File: src/rtl/rfs_pkg.sv
`timescale 1ns/1ps
package rfs_pkg;
  typedef enum logic [2:0] {
    RS_NORMAL      = 3'd0,
    RS_ENTRY_GUARD = 3'd1,
    RS_SELF        = 3'd2,
    RS_EXIT_GUARD  = 3'd3,
    RS_SWEEP       = 3'd4
  } rfs_state_e;
endpackage

File: src/rtl/rfs_interval_timer.sv
`timescale 1ns/1ps
module rfs_interval_timer #(
  parameter int INTERVAL = 780
) (
  input  logic clk,
  input  logic rst,
  input  logic run,
  input  logic restart,
  output logic tick
);
  localparam int CW = (INTERVAL > 1) ? $clog2(INTERVAL) : 1;

  logic [CW-1:0] cnt;

  assign tick = run && (cnt == CW'(INTERVAL - 1));

  always_ff @(posedge clk) begin
    if (rst || restart) begin
      cnt <= '0;
    end else if (run) begin
      cnt <= tick ? '0 : cnt + CW'(1);
    end
  end

  // the phase counter never leaves its interval
  a_r2_phase_in_range: assert property (@(posedge clk) disable iff (rst)
    cnt <= CW'(INTERVAL - 1));
endmodule

File: src/rtl/rfs_sat_counter.sv
`timescale 1ns/1ps
module rfs_sat_counter #(
  parameter int MAX      = 4096,
  parameter bit RST_FULL = 1'b0
) (
  input  logic clk,
  input  logic rst,
  input  logic clr,
  input  logic inc,
  output logic full
);
  localparam int W = $clog2(MAX + 1);

  logic [W-1:0] cnt;

  assign full = (cnt == W'(MAX));

  always_ff @(posedge clk) begin
    if (rst) begin
      cnt <= RST_FULL ? W'(MAX) : '0;
    end else if (clr) begin
      cnt <= '0;
    end else if (inc && !full) begin
      cnt <= cnt + W'(1);
    end
  end

  // counting stops at the limit and stays there until cleared
  a_r4_no_overflow: assert property (@(posedge clk) disable iff (rst)
    cnt <= W'(MAX));
  a_r4_sticky_full: assert property (@(posedge clk) disable iff (rst)
    (full && !clr) |=> full);
endmodule

File: src/rtl/refresh_sequencer.sv
`timescale 1ns/1ps
module refresh_sequencer
  import rfs_pkg::*;
#(
  parameter int CLK_NS      = 20,
  parameter int TREF_NS     = 15600,
  parameter int ROWS        = 4096,
  parameter int SR_HOLD_NS  = 100000,
  parameter bit BURST_STYLE = 1'b0
) (
  input  logic clk,
  input  logic rst,
  input  logic sr_req,
  input  logic ref_grant,
  input  logic ref_done,
  output logic ref_req,
  output logic sr_active,
  output logic ras_hold
);
  localparam int INTERVAL_CYC = TREF_NS / CLK_NS;
  localparam int HOLD_CYC     = SR_HOLD_NS / CLK_NS;
  localparam int GUARD_N      = BURST_STYLE ? ROWS : 1;

  rfs_state_e state_q, state_d;
  logic pend_q, busy_q, hold_q, act_q;
  logic tick, kick, guard_clr, done_ev, entry_start, exit_go;
  logic sweep_full, guard_full, hold_full;
  logic moving;

  assign done_ev     = busy_q && ref_done;
  assign entry_start = (state_q == RS_SELF) && pend_q && ref_grant;
  assign exit_go     = (state_q == RS_SELF) && act_q && !sr_req;

  always_comb begin
    state_d = state_q;
    unique case (state_q)
      RS_NORMAL:      if (sr_req && sweep_full) state_d = RS_ENTRY_GUARD;
      RS_ENTRY_GUARD: if (guard_full && !pend_q && !busy_q)
                        state_d = sr_req ? RS_SELF : RS_NORMAL;
      RS_SELF:        if (exit_go) state_d = RS_EXIT_GUARD;
      RS_EXIT_GUARD:  if (guard_full) state_d = RS_SWEEP;
      RS_SWEEP:       if (sweep_full) state_d = RS_NORMAL;
      default:        state_d = RS_NORMAL;
    endcase
  end

  assign moving    = (state_d != state_q);
  assign guard_clr = moving && (state_d == RS_ENTRY_GUARD || state_d == RS_EXIT_GUARD);
  assign kick      = guard_clr || (moving && state_d == RS_SELF);

  always_ff @(posedge clk) begin
    if (rst) begin
      state_q <= RS_NORMAL;
      pend_q  <= 1'b0;
      busy_q  <= 1'b0;
      hold_q  <= 1'b0;
      act_q   <= 1'b0;
    end else begin
      state_q <= state_d;
      if (ref_grant && pend_q) pend_q <= 1'b0;
      if (tick || kick)        pend_q <= 1'b1;
      if (ref_grant && pend_q && state_q != RS_SELF) busy_q <= 1'b1;
      else if (ref_done)                             busy_q <= 1'b0;
      if (entry_start)  hold_q <= 1'b1;
      else if (exit_go) hold_q <= 1'b0;
      if (exit_go) act_q <= 1'b0;
      else if (state_q == RS_SELF && hold_q && hold_full) act_q <= 1'b1;
    end
  end

  rfs_interval_timer #(.INTERVAL(INTERVAL_CYC)) u_interval (
    .clk(clk), .rst(rst), .run(state_q != RS_SELF), .restart(kick), .tick(tick)
  );

  rfs_sat_counter #(.MAX(ROWS), .RST_FULL(1'b1)) u_sweep (
    .clk(clk), .rst(rst), .clr(exit_go), .inc(done_ev), .full(sweep_full)
  );

  rfs_sat_counter #(.MAX(GUARD_N), .RST_FULL(1'b0)) u_guard (
    .clk(clk), .rst(rst), .clr(guard_clr), .inc(done_ev), .full(guard_full)
  );

  rfs_sat_counter #(.MAX(HOLD_CYC), .RST_FULL(1'b0)) u_hold (
    .clk(clk), .rst(rst), .clr(!hold_q), .inc(hold_q), .full(hold_full)
  );

  assign ref_req   = pend_q;
  assign ras_hold  = hold_q;
  assign sr_active = act_q;

  // self refresh is only reported with RAS held low
  a_r7_active_needs_hold: assert property (@(posedge clk) disable iff (rst)
    sr_active |-> ras_hold);
  // RAS hold starts only from a granted entry request in the self state
  a_r7_hold_from_grant: assert property (@(posedge clk) disable iff (rst)
    $rose(ras_hold) |-> ($past(ref_grant) && $past(state_q) == RS_SELF));
  // RAS is released only after the minimum hold was reached
  a_r8_release_after_active: assert property (@(posedge clk) disable iff (rst)
    $fell(ras_hold) |-> $past(sr_active));
  // no refresh request while RAS is held
  a_r9_quiet_while_held: assert property (@(posedge clk) disable iff (rst)
    ras_hold |-> !ref_req);
  // entry guards only run with a complete sweep behind them
  a_r4_guard_needs_sweep: assert property (@(posedge clk) disable iff (rst)
    (state_q == RS_ENTRY_GUARD) |-> sweep_full);
endmodule

File: config.mk
export PLATFORM = sky130hd
export DESIGN_NAME = refresh_sequencer
export DESIGN_NICKNAME = d
export VERILOG_FILES = /design/src/rtl/rfs_pkg.sv /design/src/rtl/rfs_interval_timer.sv /design/src/rtl/rfs_sat_counter.sv /design/src/rtl/refresh_sequencer.sv
export SDC_FILE = /design/constraint.sdc
export NUM_CORES = 1
export LEC_CHECK = 0
export CORE_MARGIN = 4
export CORE_UTILIZATION = 60
export CTS_CLUSTER_DIAMETER = 50
export DETAILED_ROUTE_END_ITERATION = 10
export PLACE_DENSITY = 0.78
export SLEW_MARGIN = 5
export SYNTH_ARGS = -nofsm -noshare
export SYNTH_HDL_FRONTEND = slang
export SYNTH_HIERARCHICAL = 1
export SYNTH_SLANG_ARGS = --single-unit
File: constraint.sdc
create_clock -name clk -period 2.4 [get_ports clk]
set_input_delay 0.48 -clock clk [delete_from_list [all_inputs] [get_ports clk]]
set_output_delay 0.48 -clock clk [all_outputs]
set_load 0.005 [all_outputs]
; Word level (Yosys, flattened, before mapping)
; Index checks and enable logic that the tools add are counted.
[classes]
add_sub_neg = 4
n_eq_ne = 12
muxes = 16
n_bitwise = 1
reduce_logical = 36
[ops]
columns = op, count
row1 = $add 13x1->13 const B, 2
row2 = $eq 13x13->1 const B, 2
row3 = $mux 13, 2
row4 = $logic_and 1x1->1, 18
row5 = $mux 3, 5
row6 = $pmux 3 s5, 1
row7 = $eq 3x2->1 const B, 4
row8 = $add 10x1->10 const B, 1
row9 = $eq 10x10->1 const B, 1
row10 = $mux 10, 1
row11 = $reduce_bool 2->1, 4
row12 = $eq 3x1->1 const B, 2
row13 = $logic_not 1->1, 6
row14 = $mux 1, 6
row15 = $reduce_or 2->1, 3
row16 = $logic_or 1x1->1, 4
row17 = $eq 3x3->1 const B, 1
row18 = $logic_not 3->1, 1
row19 = $ne 3x2->1 const B, 1
row20 = $ne 3x3->1, 1
row21 = $mux 2, 1
row22 = $add 1x1->1 const B, 1
row23 = $not 1->1, 1
[word_totals]
reg_bits = 44
in_bits = 5
output_inout_bits = 3
elab_cells = 79

; Depth between registers and ports, before layout
; Gate-level depths: netlist (run 1).
[depth]
depth_word = 11
mapped_depth = 10
depth_no_buf = 10

; Hierarchy
; The synthesis (run 1) kept the hierarchy.
[modules_own_cells]
columns = module, instances, cells_each, area_per_inst_um2
row1 = rfs_sat_counter at u_hold, 1, 91, 778.2
row2 = rfs_sat_counter at u_sweep, 1, 84, 701.9
row3 = rfs_interval_timer, 1, 51, 485.5
row4 = refresh_sequencer, 1, 48, 396.6
row5 = rfs_sat_counter at u_guard, 1, 3, 33.8

; Least setup slack after synthesis (run 1)
; No wires, ideal clock.
[synth_timing]
path_kind = reg2reg
from = register state_q[1]
to = register u_sweep.cnt[0]
setup_ns = 0.120
arrival_ns = 1.970
path_slack_ns = 0.310
path_stages_with_launch = 9
path_buffers = 3
synth_period_minus_slack_ns = 2.090
cell_sequence = dfxtp_1 buf_4 or3b_1 buf_6 nor3b_2 or2_2 clkbuf_1 o22ai_1 a211o_1
[synth_between]
elab_chain_cells = 4
[synth_rtl]
columns = element, line
row1 = from (decl), refresh_sequencer.sv:24  ; rfs_state_e state_q, state_d;
row2 = from (signal assigned), refresh_sequencer.sv:59  ; state_q <= state_d;
row3 = $eq 3x2->1, refresh_sequencer.sv:32  ; assign exit_go = (state_q == RS_SELF) && act_q && !sr_req;
row4 = $logic_and 1x1->1 (2 in series), refresh_sequencer.sv:32
row5 = net exit_go, refresh_sequencer.sv:26  ; logic tick, kick, guard_clr, done_ev, entry_start, exit_go;
row6 = $reduce_or 2->1 (no line), --
row7 = to (signal assigned), rfs_sat_counter.sv:20  ; cnt <= RST_FULL ? W'(MAX) : '0;
row8 = to (signal assigned), rfs_sat_counter.sv:24  ; cnt <= cnt + W'(1);
row9 = to (decl), rfs_sat_counter.sv:14  ; logic [W-1:0] cnt;
; The timed path passes the listed nets, and every way through them passes these cells.
; A chain may end at the register's enable or synchronous reset.

; Worst setup path in the final report (run 1)
[layout_timing]
from = register u_sweep.cnt[0]
to = register u_interval.cnt[6]
[layout_between]
elab_chain_cells = 9
elab_cells_between_ends = 14
classes_between = 5 x eq/ne / 3 x mux / 6 x reduce/logical
[layout_rtl]
columns = element, line
row1 = $eq 13x13->1 *, rfs_sat_counter.sv:16  ; assign full = (cnt == W'(MAX));
row2 = net sweep_full, refresh_sequencer.sv:27  ; logic sweep_full, guard_full, hold_full;
row3 = $logic_and 1x1->1, refresh_sequencer.sv:37  ; RS_NORMAL: if (sr_req && sweep_full) state_d = RS_ENTRY_GUARD;
row4 = $mux 3, refresh_sequencer.sv:37
row5 = $pmux 3 s5 *, refresh_sequencer.sv:36  ; unique case (state_q)
row6 = $eq 3x1->1 or $eq 3x2->1 (tied branches), refresh_sequencer.sv:48  ; assign guard_clr = moving && (state_d == RS_ENTRY_GUARD || state_d == RS_EXIT_GUARD);
row7 = $logic_or 1x1->1, refresh_sequencer.sv:48
row8 = $logic_and 1x1->1, refresh_sequencer.sv:48
row9 = $logic_or 1x1->1 *, refresh_sequencer.sv:49  ; assign kick = guard_clr || (moving && state_d == RS_SELF);
row10 = net kick, refresh_sequencer.sv:26
row11 = $logic_or 1x1->1 *, rfs_interval_timer.sv:18  ; if (rst || restart) begin
row12 = to (signal assigned), rfs_interval_timer.sv:21  ; cnt <= tick ? '0 : cnt + CW'(1);
row13 = to (decl), rfs_interval_timer.sv:13  ; logic [CW-1:0] cnt;
; Mark *: on every way through the listed nets, which the timed path passes. The rest lies on a longest branch.

==> results of run 1 <==
## layout make-up
cell class                 count  area [µm²]
inverter                      11        41.3
clock inverter                 2        35.0
clock buffer                   6        72.6
fill                         295        1140
timing repair buffer          15         143
sequential                    44         881
tap                           48        60.1
multi-input combinational    210        1390
## synthesized netlist by cell type (all sizes together) (6+ instances only)
cell   count
dfxtp     44
nor2      22
nand2     20
nand4     16
a21oi     14
nand3     14
inv       11
o21ai     11
or3       11
buf       10
nor3       9
xor2       9
a31oi      6
nor4b      6
## power groups by stage
| stage | Sequential (mW) | Clock, mW | Combinational, mW |
|---|---|---|---|
| floorplan | 0.765 | 0 | 0.0472 |
| CTS | 0.751 | 0.578 | 0.0761 |
| finish | 0.751 | 0.553 | 0.0760 |
| global route | 0.753 | 0.599 | 0.0851 |
| global placement | 0.768 | 0 | 0.0751 |
| detailed placement | 0.768 | 0 | 0.0759 |
## cells by family after synthesis
family	after synthesis	synth area share, %
mux	4	1.67
xor+xnor	12	4.39
compound gates	51	13.7
buf+inv	23	5.07
fa+ha+maj	5	2.61
flops	44	36.8
simple gates	138	35.8
## worst reg2reg max path, stage by stage, from the launching register on
cell and delay [ns]:
dfxtp_1 0.44, inv_1 0.07, ha_1 0.19, and4bb_1 0.24, and3_1 0.22, and4bb_2 0.24, o21ai_1 0.15, nand2_1 0.13
nor2_1 0.15, nand2_2 0.14, nor2_1 0.12
## worst max-delay path by stage
stage	start	endpoint
floorplan	state_q[1]	u_sweep/cnt[0]
global placement	sr_req	u_sweep/cnt[0]
detailed placement	sr_req	u_sweep/cnt[0]
CTS	u_sweep/cnt[0]	u_interval/cnt[3]
global route	u_sweep/cnt[0]	u_interval/cnt[5]
finish	u_sweep/cnt[0]	u_interval/cnt[6]
## layer usage
layer	GRT usage [%]	up-vias
li1	-	1058
met1	24.1	977
met2	33.0	38
met3	4.26	9
met4	8.56	0
met5	0	-
## registers in the layout, summed over array words and instances, names as in the netlist
name            count
sr_active           1
u_guard/full        1
busy_q              1
state_q             3
u_interval/cnt     10
u_hold/cnt         13
ras_hold            1
ref_req             1
u_sweep/cnt        13
## cells in the final DEF (no fill, tap or decap), types with 4 or more instances in the layout
cell type,synthesis,final
a21oi_1,14,14
a31oi_1,6,6
buf_4,2,7
clkbuf_8,0,5
clkdlybuf4s50_1,0,7
dfxtp_1,44,44
ha_1,5,5
inv_1,11,11
mux2i_1,4,4
nand2_1,19,19
nand3_1,13,13
nand4_1,15,15
nor2_1,22,22
nor3_1,8,8
nor4_1,4,4
nor4b_1,5,5
o21ai_0,9,9
or3_1,11,11
or4_1,5,5
xor2_1,9,9
==> flow_summary_export.csv, run 1 <==
group,metric,value,unit
timing,fin_worst_hold_slack,0.480,ns
power_and_ir_drop,clkPwrFrac,40.1,%
power_and_ir_drop,power_density,526,nW/µm²
timing,max_freq,467,MHz
placement,placed_cells_incl_taps,328,
die,rows,22,
placement,final_wtd_congestion,0.883,
routing,wl_met3,160,µm
die,chipWidth,71.2,µm
clock_tree,htreeDepth,2,
clock_tree,insertion_delay,0.30,ns
clock_tree,ctsLongestPathBuffers,2,
routing,top_layer_used,"met4",
yosys,synthDominantCellAreaShare,36.8,%
setup_path,slowest_stage,"dfxtp_1",
timing,timing.max_slew.rel_slack,68.8,%
global_route,grt_first_pass_wirelength,8220,µm
finish,stdcell_count,336,
die,die-height,71.2,µm
yosys,synth_area_leaders,"dfxtp_1, nand4_1, nor2_1",
setup_path,cp_num_cells,10,
routing,route.detailed.vias_per_inst,6.20,
power_and_ir_drop,p_leak,0.874,nW
timing,report.final.hold_viol_count,0,
timing,worst_slew_pin_slew,0.466,ns
yosys,synthArstFlopShare,0,%
routing,via_count,2082,
global_route,track_usage,19.6,%
setup_path,slowest_delay,0.44,ns
global_route,grt_pass1_vias,1925,
setup_path,timing.critical_path.mode_cell,"nor2_1",
status,run_status,"finished clean",
clock_tree,cts_hold_buffers,0,
routing,drt_drc_violations_left,0,
power_and_ir_drop,p_int,1.08,mW
hold_path,worstHoldPathType,"reg -> reg",
hold_path,hp-start,"u_hold/cnt[12]",
global_route,grt_max_degree,26,
routing,final_antenna_net_count,0,
routing,drt_iter0_drc,88,
yosys,synth.net_count,287,
global_route,grt.overflow.total,0,
finish,final_net_count,297,
power_and_ir_drop,net-switching-power,296,µW
hold_path,min_to,"u_hold/cnt[12]",
routing,m1_wl,2250,µm
yosys,yosysSeqAreaShare,36.8,%
setup_path,r2r_start,"u_sweep/cnt[0]",
yosys,ys_ff_latch,44,
power_and_ir_drop,totalPowerFinal,1.38,mW
die,fp.dieArea,5070,µm²
yosys,yosys.cell_types.count,61,
power_and_ir_drop,seq_power_share,54.4,%
setup_path,start_kind,"flip-flop",
die,floorplan.core_area,3770,µm²
clock_tree,cts_sinks,44,
routing,drt_first_pass_iters,4,
clock_tree,cts_post_setup_buffers_inserted,0,
setup_path,type_of_the_setup_path_with_the_least_slack,"reg -> reg",
yosys,post_synth_inst_count,277,
hold_path,timing.hold.worst_path_depth,2,
placement,place_area,2520,µm²
placement,dpl.hpwl,3290,µm
setup_path,worst_ep_required_time,2.64,ns
routing,post_drt_wl_per_cell,14.1,µm
timing,final_max_slew_viol_count,0,
timing,clock-skew-final,0.00573,ns
timing,finalWorstPathRequiredPeriod,2.14,ns
yosys,yosysWarnings,6,
setup_path,crit_buf_inv,1,
power_and_ir_drop,comb_power_share,5.5,%
setup_path,critical_path.top_delay_family,"simple AND/OR/NAND/NOR gates",
global_route,antenna_violations_before_repair,0,
placement,portBuffers,7,
timing,post-route-worst-setup-slack,0.258,ns
setup_path,timing.reg2reg.worst_path_depth,10,
setup_path,worst-path-max-fanout,8,
clock_tree,cts_tree,"built",
yosys,synth.cell_area,2400,µm²
power_and_ir_drop,irDropWorstVdd,325,µV
yosys,library_cell_occupying_the_most_area_in_the_post_synthesis_netlist,"dfxtp_1",
setup_path,crit_path_cell_trace,"inv_1 > ha_1 > and4bb_1 > and3_1 > and4bb_2 > o21ai_1 > nand2_1 > nor2_1 > nand2_2 > nor2_1",
die,design.portCount,8,
placement,place_worst_setup_slack,0.153,ns
setup_path,ff2ff_setup_slack,0.26,ns
setup_path,worst-endpoint-arrival,2.38,ns
die,initial_utilization,63.5,%
clock_tree,cts_buffers,5,
finish,post_route_cells_drive_above_1_share,11.1,%
clock_tree,clk_pin_slew,0.08,ns
timing,finalSetupTns,0,ns
run,drv_cap,0,
timing,final_min_period_over_clock_period,89.3,%
setup_path,cp-end-kind,"flip-flop",
finish,syn_to_final_growth,9.61,%
finish,final_util,69.6,%
timing,report.final.setup_viol,0,
setup_path,timing.rr.end,"u_interval/cnt[6]",
routing,detailroute.wirelength.met2,2250,µm
timing,rsz0062_at_grt,"no",
finish,insertedDiodeCount,0,
power_and_ir_drop,switching_share,21.4,%
routing,drt_wl_total,4740,µm
finish,fin_area,2630,µm²
clock_tree,ctsResizeCount,0,
yosys,synth_area_per_cell,8.65,µm²
yosys,ys.flop_type,"dfxtp_1",
yosys,synth_enable_flop_cells,0,
clock_tree,clk_root_buffer_cell,"clkbuf_8",
(Power assumes the default switching activity.)
==> run 2: changes to the inputs <==
--- a/config.mk
+++ b/config.mk
@@ -9,6 +9,7 @@
 export CORE_UTILIZATION = 60
 export CTS_CLUSTER_DIAMETER = 50
 export DETAILED_ROUTE_END_ITERATION = 10
+export GPL_ROUTABILITY_DRIVEN = 0
 export PLACE_DENSITY = 0.78
 export SLEW_MARGIN = 5
 export SYNTH_ARGS = -nofsm -noshare
==> results of run 2 <==
Final layout, timing and power as in run 1 (identical DEF).
==> run 3: changes to the inputs <==
--- a/config.mk
+++ b/config.mk
@@ -10,6 +10,7 @@
 export CTS_CLUSTER_DIAMETER = 50
 export DETAILED_ROUTE_END_ITERATION = 10
 export GPL_ROUTABILITY_DRIVEN = 0
+export GPL_TIMING_DRIVEN = 0
 export PLACE_DENSITY = 0.78
 export SLEW_MARGIN = 5
 export SYNTH_ARGS = -nofsm -noshare
==> flow_summary_export.csv, run 3 (same netlist as run 1, synthesis figures left out) <==
group,metric,value,unit
routing,final_antenna_net_count,0,
power_and_ir_drop,switching_share,22.3,%
power_and_ir_drop,net-switching-power,288,µW
clock_tree,htreeDepth,2,
die,chipWidth,71.2,µm
placement,portBuffers,7,
routing,drt_drc_violations_left,0,
power_and_ir_drop,totalPowerFinal,1.29,mW
routing,drt_iter0_drc,158,
global_route,grt_first_pass_wirelength,8450,µm
setup_path,type_of_the_setup_path_with_the_least_slack,"reg -> reg",
timing,report.final.setup_viol,0,
global_route,grt_pass1_vias,1907,
finish,reg.largest.list,"u_hold/cnt: 13 flops, u_sweep/cnt: 13 flops, u_interval/cnt: 10 flops",
finish,post_route_cells_drive_above_1_share,12.4,%
die,design.portCount,8,
placement,place_area,2530,µm²
routing,drt_first_pass_iters,4,
power_and_ir_drop,p_int,1.01,mW
timing,max_freq,456,MHz
finish,insertedDiodeCount,0,
clock_tree,cts_sinks,44,
power_and_ir_drop,comb_power_share,5.6,%
setup_path,worst_ep_required_time,2.58,ns
timing,rsz0062_at_grt,"no",
power_and_ir_drop,p_leak,0.871,nW
die,die-height,71.2,µm
hold_path,worstHoldPathType,"reg -> reg",
finish,syn_to_final_growth,9.87,%
timing,worst_slew_pin_slew,0.553,ns
setup_path,cp-end-kind,"flip-flop",
global_route,grt.overflow.total,0,
global_route,track_usage,20.1,%
finish,mostFrequentLayoutCells,"dfxtp_1, nor2_1, nand2_1, nand4_1, a21oi_1",
status,run_status,"finished clean",
setup_path,worst-path-max-fanout,12,
timing,fin_worst_hold_slack,0.473,ns
power_and_ir_drop,seq_power_share,58.0,%
setup_path,crit_path_cell_trace,"buf_4 > or3b_1 > buf_6 > nor3b_2 > nor2_1 > and3_1 > a211o_1",
power_and_ir_drop,power_density,491,nW/µm²
finish,fin_area,2630,µm²
clock_tree,clk_pin_slew,0.08,ns
setup_path,slowest_stage,"nor3b_2",
clock_tree,insertion_delay,0.29,ns
timing,post-route-worst-setup-slack,0.207,ns
global_route,grt_max_degree,14,
timing,final_min_period_over_clock_period,91.4,%
finish,final_net_count,300,
timing,report.final.hold_viol_count,0,
timing,final_max_slew_viol_count,0,
placement,placed_cells_incl_taps,332,
finish,layout.filler_cells,313,
timing,finalSetupTns,0,ns
die,rows,22,
finish,stdcell_count,339,
routing,via_count,2074,
routing,route.detailed.vias_per_inst,6.12,
setup_path,slowest_delay,0.40,ns
run,drv_cap,0,
timing,clock-skew-final,0.00713,ns
setup_path,start_kind,"flip-flop",
power_and_ir_drop,irDropWorstVdd,354,µV
die,floorplan.core_area,3770,µm²
finish,final_util,69.8,%
routing,drt_wl_total,4720,µm
power_and_ir_drop,clkPwrFrac,36.4,%
clock_tree,clk_root_buffer_cell,"clkbuf_8",
placement,place_worst_setup_slack,-0.0717,ns
clock_tree,ctsLongestPathBuffers,2,
clock_tree,cts_tree,"built",
die,fp.dieArea,5070,µm²
die,initial_utilization,63.5,%
timing,finalWorstPathRequiredPeriod,2.19,ns
timing,timing.max_slew.rel_slack,63.0,%
placement,dpl.hpwl,3370,µm
global_route,antenna_violations_before_repair,0,
clock_tree,cts_hold_buffers,0,
clock_tree,cts_buffers,5,
clock_tree,cts_post_setup_buffers_inserted,0,
routing,post_drt_wl_per_cell,13.9,µm
setup_path,worst-endpoint-arrival,2.38,ns
finish,layout.cells.most_common,"dfxtp_1",
run 3: changes by cell type in the layout (fill, tap and decap cells not counted), sizes merged:
cell      change
buf           +2
bufinv        -1
clkbuf        +2
clkinv        -1
clkinvlp      +1
run 3: what timing repair did:
item                                    4_1_cts  5_1_grt
resized for setup                             0        3
pin swaps                                     0        0
endpoints found under the setup margin        1        8
gates cloned                                  0        0
run 3: power groups by stage:
stage / combinational, mW / sequential [mW] / clock [mW]
floorplan: 0.0472 / 0.765 / 0
global placement: 0.0703 / 0.767 / 0
detailed placement: 0.0705 / 0.768 / 0
CTS: 0.0707 / 0.750 / 0.492
global route: 0.0820 / 0.752 / 0.528
finish: 0.0721 / 0.750 / 0.471
run 3: worst max-delay path: cells and delay by family (launching register included):
kind | cells | cell delay, ns
compound gates | 1 | 0.28
buf+inv | 2 | 0.29
flops | 1 | 0.32
simple gates | 4 | 1.18
run 3: final cells by class:
type,instances,area (µm²),share of cell area [%]
repair buffers,7,70.1,2.66
plain buffers,11,76.3,2.90
well taps,48,60.1,2.28
inverters,11,41.3,1.57
flip-flops and latches,44,881,33.5
clock buffers,7,86.3,3.28
multi-input cells,210,1410,53.6
clock inverters,1,7.51,0.285
run 3: path summary, 6_finish.rpt:
check / startpoint / endpoint / slack [ns] / cells past startpoint
min: u_hold/cnt[12] / u_hold/cnt[12] / 0.47 / 2
min reg2reg: u_hold/cnt[12] / u_hold/cnt[12] / 0.47 / 2
max: state_q[1] / u_sweep/cnt[0] / 0.21 / 7
max reg2reg: state_q[1] / u_sweep/cnt[0] / 0.21 / 7
run 3: routing by layer:
layer  vias up  share of wire [%]  track usage (%)
met5         -                  0                0
met4         0               0.57             6.26
met3         2                3.5             4.40
met2        44                 49             33.5
met1       964                 47             25.9
li1       1064                  -                -
